==> src/rtl/gpio8_keywake.sv <==
module gpio8_keywake #(
  parameter int W = 8
) (
  input  logic         clk,
  input  logic         rst_n,
  input  logic [1:0]   reg_addr,
  input  logic         reg_wr,
  input  logic [W-1:0] reg_wdata,
  output logic [W-1:0] reg_rdata,
  input  logic [W-1:0] pin_in,
  output logic [W-1:0] pin_out,
  output logic [W-1:0] pin_oe,
  output logic         pullup_en,
  input  logic [W-1:0] xbus_out,
  input  logic         xbus_oe,
  output logic         key_flag,
  output logic         wake
);

  localparam logic [1:0] A_LATCH = 2'd0;
  localparam logic [1:0] A_CTRL  = 2'd1;
  localparam logic [1:0] A_KEY   = 2'd2;

  logic [W-1:0] latch_q;
  logic [W-1:0] meta_q, sync_q, prev_q;
  logic         out_mode, ext_mode, pu_req;
  logic         mask_q;
  logic         fall_any;

  wire wr_latch = reg_wr && reg_addr == A_LATCH;
  wire wr_ctrl  = reg_wr && reg_addr == A_CTRL;
  wire wr_key   = reg_wr && reg_addr == A_KEY;

  always_ff @(posedge clk or negedge rst_n) begin
    if (!rst_n) begin
      meta_q <= '0;
      sync_q <= '0;
      prev_q <= '0;
    end else begin
      meta_q <= pin_in;
      sync_q <= meta_q;
      prev_q <= sync_q;
    end
  end

  assign fall_any = |(prev_q & ~sync_q);

  always_ff @(posedge clk or negedge rst_n) begin
    if (!rst_n) latch_q <= '0;
    else if (wr_latch) latch_q <= reg_wdata;
  end

  always_ff @(posedge clk or negedge rst_n) begin
    if (!rst_n) begin
      out_mode <= 1'b0;
      ext_mode <= 1'b0;
      pu_req   <= 1'b0;
    end else if (wr_ctrl) begin
      out_mode <= reg_wdata[0];
      ext_mode <= reg_wdata[1];
      pu_req   <= reg_wdata[2];
    end
  end

  always_ff @(posedge clk or negedge rst_n) begin
    if (!rst_n) begin
      key_flag <= 1'b0;
      mask_q   <= 1'b1;
    end else begin
      if (fall_any)                     key_flag <= 1'b1;
      else if (wr_key && !reg_wdata[0]) key_flag <= 1'b0;
      if (wr_key) mask_q <= reg_wdata[1];
    end
  end

  assign wake      = key_flag & ~mask_q;
  assign pullup_en = pu_req & ~out_mode & ~ext_mode;
  assign pin_out   = ext_mode ? xbus_out : latch_q;
  assign pin_oe    = ext_mode ? {W{xbus_oe}} : {W{out_mode}};

  always_comb begin
    reg_rdata = '0;
    case (reg_addr)
      A_LATCH: reg_rdata = (out_mode && !ext_mode) ? latch_q : sync_q;
      A_CTRL:  reg_rdata[2:0] = {pu_req, ext_mode, out_mode};
      A_KEY:   reg_rdata[1:0] = {mask_q, key_flag};
      default: reg_rdata = '0;
    endcase
  end

endmodule


==> config.mk <==
export PLATFORM = sky130hd
export DESIGN_NAME = gpio8_keywake
export DESIGN_NICKNAME = d
export VERILOG_FILES = /design/src/rtl/gpio8_keywake.sv
export SDC_FILE = /design/constraint.sdc
export NUM_CORES = 1
export LEC_CHECK = 0
export ABC_AREA = 1
export BUFFER_PORTS_ARGS = -buffer_cell sky130_fd_sc_hd__buf_2
export CORE_AREA = 2 2 62 64
export DETAILED_ROUTE_END_ITERATION = 8
export DIE_AREA = 0 0 64 66
export GPL_ROUTABILITY_DRIVEN = 0
export PLACE_DENSITY = 0.73
export SETUP_SLACK_MARGIN = 0.3
export SLEW_MARGIN = 40
export SYNTH_ARGS = -nofsm -noshare
export SYNTH_HDL_FRONTEND = slang
export SYNTH_SLANG_ARGS = --single-unit
==> constraint.sdc <==
create_clock -name clk -period 1.5 [get_ports clk]
set_input_delay 0.15 -clock clk [delete_from_list [all_inputs] [get_ports clk]]
set_output_delay 0.15 -clock clk [all_outputs]
set_load 0.02 [all_outputs]
==> results.json <==
{
  "grtUsageMet3": 0.0375,
  "synth_seq_cells": 37,
  "slew_violations": 0,
  "yosysWarnings": 0,
  "fin_crit_sh": 1.05,
  "finalPower_mw": 2.63,
  "p_sw_frac": 0.327,
  "grt-busiest-layer": "met2",
  "leakagePower_nw": 1.16,
  "grt_pass1_wl_mm": 5.82,
  "h-tree-depth": 2,
  "required_ns": 1.35,
  "synth_cell_types": 19,
  "hold_viol": 0,
  "holdPathStages": 3,
  "hp-start": "reg_wdata[6]",
  "std_cell_rows": 22,
  "insertion_delay_ns": 0.34,
  "vias_per_cell": 4.61,
  "antenna_cells": 0,
  "worst-setup-path-type": "reg2out",
  "seq_area_frac_synth": 0.584,
  "nets": 272,
  "cp-start-kind": "flip-flop",
  "ff2ff_path_depth": 3,
  "seqPwrFrac": 0.440,
  "finalSetupViolations": 18,
  "ir_drop_v": 0.000764,
  "cp.arrival_ns": 1.43,
  "grt_pass1_vias": 1316,
  "die_w_um": 64,
  "grt_start_max_net_pins": 38,
  "met2_usage": 0.332,
  "ant_nets": 0,
  "place.port_buffers": 56,
  "p_switching_mw": 0.860,
  "tightest_slew_ns": 0.449,
  "fin_ws_ns": -0.0760,
  "violations": "negative setup slack",
  "hpwl_mm": 2.20,
  "multiInputGateArea_um2": 571,
  "fp.dieArea_mm2": 0.00422,
  "drt_wl_total_mm": 3.45,
  "grt_overflow": 0,
  "io_pins": 57,
  "final_util": 0.628,
  "syn_to_final_growth_pct": 40.5,
  "rsz0062_at_grt": "true",
  "cts.sinks": 37,
  "fmax_ghz": 0.635,
  "use_met1": 0.210,
  "postSynthCellCount": 176,
  "max-slew-margin-rel": 0.701,
  "first_iter_violations": 56,
  "p_int_mw": 1.77,
  "comb_power_share": 0.300,
  "clkPwrFrac": 0.260,
  "vias": 1342,
  "synth_nets": 206,
  "synth_top_area_frac": 0.568,
  "cts_tree": "built",
  "drive_gt1_frac": 0.420,
  "num-fill-cells": 290,
  "drtPass1Iterations": 5,
  "rrSetupSlack_ns": 0.60,
  "root_buffer": "clkbuf_4",
  "synth_area_leader_cell": "dfrtp_1",
  "route.detailed.drc": 0,
  "synthTopCellsByArea": "dfrtp_1, nand2_1, inv_1, nand3_1, o21ai_0",
  "power.density_mw_per_mm2": 1180,
  "cts.clk_slew.worst_paths_ns": 0.11,
  "netlist_area_mm2": 0.00159,
  "reg2reg_from": "out_mode$_DFFE_PN0P_",
  "worstSetupEndpointType": "output pin",
  "max_cap_viol_count": 0,
  "cts_buffer_depth": 2,
  "syn_area_per_cell_um2": 9.01,
  "grt_usage": 0.185,
  "die_height_um": 66,
  "seq_area_um2": 930,
  "hold_end": "latch_q[6]$_DFFE_PN0P_",
  "routedWlPerCell_um": 11.9,
  "cts_buffers": 5,
  "core_area_mm2": 0.00355,
  "hp-class": "in2reg",
  "min_period_ns": 1.58,
  "reg2reg_to": "out_mode$_DFFE_PN0P_",
  "start_util": 0.447,
  "antenna_found_initial": 0,
  "finClkSkew_ns": 0.00200,
  "run_status": "complete, but fails checks",
  "cp_max_fo": 7
}
-- logic make-up (layout without fill, tap and decap cells) --
family / count (synthesis) / count (layout) / share of synthesized area
AOI/OAI and AO/OA: 24 / 24 / 0.0852
buffers and inverters: 36 / 102 / 0.124
DFF: 37 / 37 / 0.584
and+or+nand+nor: 79 / 80 / 0.207
-- worst max-delay path by stage --
stage / slack [ns] / startpoint / endpoint / depth (start not counted)
6_report: -0.08 / ext_mode$_DFFE_PN0P_ / reg_rdata[3] / 5
4_1_cts: -0.03 / ext_mode$_DFFE_PN0P_ / reg_rdata[7] / 5
3_5_place_dp: 0.21 / ext_mode$_DFFE_PN0P_ / reg_rdata[3] / 5
2_1_floorplan: 0.25 / ext_mode$_DFFE_PN0P_ / reg_rdata[3] / 5
3_3_place_gp: 0.23 / ext_mode$_DFFE_PN0P_ / reg_rdata[3] / 5
5_1_grt: -0.12 / ext_mode$_DFFE_PN0P_ / pin_out[7] / 5
-- worst max-delay path, cell delays in order, from the launching register on --
cell and delay [ns]:
dfrtp_2 0.46, clkinv_4 0.14, nand2_8 0.12, o21ai_2 0.06
a21oi_2 0.15, buf_4 0.16
-- repair_timing --
item / CTS / global route
hold endpoints to repair: 44 / 0
gates resized for setup: 47 / 13
setup endpoints to repair: 26 / 26
hold buffers: 9 / 0
buffers inserted: 4 / 0
pin swaps: 10 / 2
cloned: 1 / 0
-- Yosys cell counts, drive strengths merged --
master and instances:
inv 23, nor2 8, nand2 57, buf 13
o21ai 19, dfrtp 36, nand4 1, nor3 1
nand3 12, dfstp 1, a21oi 5
-- power by group through the flow --
stage / registers [mW] / clock network [mW] / logic, mW
6_report: 1.16 / 0.682 / 0.789
5_1_grt: 1.17 / 0.736 / 0.857
3_3_place_gp: 1.15 / 0 / 0.580
4_1_cts: 1.15 / 0.701 / 0.760
2_1_floorplan: 1.14 / 0 / 0.456
3_5_place_dp: 1.16 / 0 / 0.588
-- placed cells by master (no fill, tap or decap), types with 2 or more instances in the layout --
master	n
nand2_2	6
clkbuf_4	5
nand2_1	50
o21ai_0	8
nor2_4	2
dlygate4sd3_1	9
dfrtp_1	34
nand3_1	10
a21oi_2	5
dfrtp_2	2
buf_6	8
buf_2	35
o21ai_2	8
nand3_2	2
o21ai_1	3
nor2_1	4
inv_1	21
nand2_8	2
clkinv_4	2
nor2_2	2
buf_4	19
-- through the flow --
stage	cells	setup TNS (ns)	setup slack [ns]	hold slack (ns)	area [um^2]
floorplan	176	0	0.245	-0.146	1590
global placement	269	0	0.234	0.215	1840
detailed placement	269	0	0.206	0.215	1840
CTS	291	-0.450	-0.0328	0.0306	2200
global route	291	-1.80	-0.120	0.0455	2230
finish	291	-0.603	-0.0760	0.0424	2230
-- sequential cells by signal, indices dropped and copies added (netlist names) --
signal    flops
ext_mode      1
key_flag      1
latch_q       8
mask_q        1
meta_q        8
out_mode      1
prev_q        8
pu_req        1
sync_q        8
-- final cells by class --
class	instances	area share
repair buffers	71	0.223
clock inverters	2	0.0174
flip-flops and latches	37	0.417
multi-input cells	104	0.256
inverters	23	0.0410
clock buffers	6	0.0185
well taps	48	0.0269
-- layer usage --
layer | vias up | share of wire
met1 | 616 | 0.40
met5 | - | 0
met3 | 7 | 0.052
li1 | 669 | -
met2 | 50 | 0.53
met4 | 0 | 0.019
(Power assumes the default switching activity.)
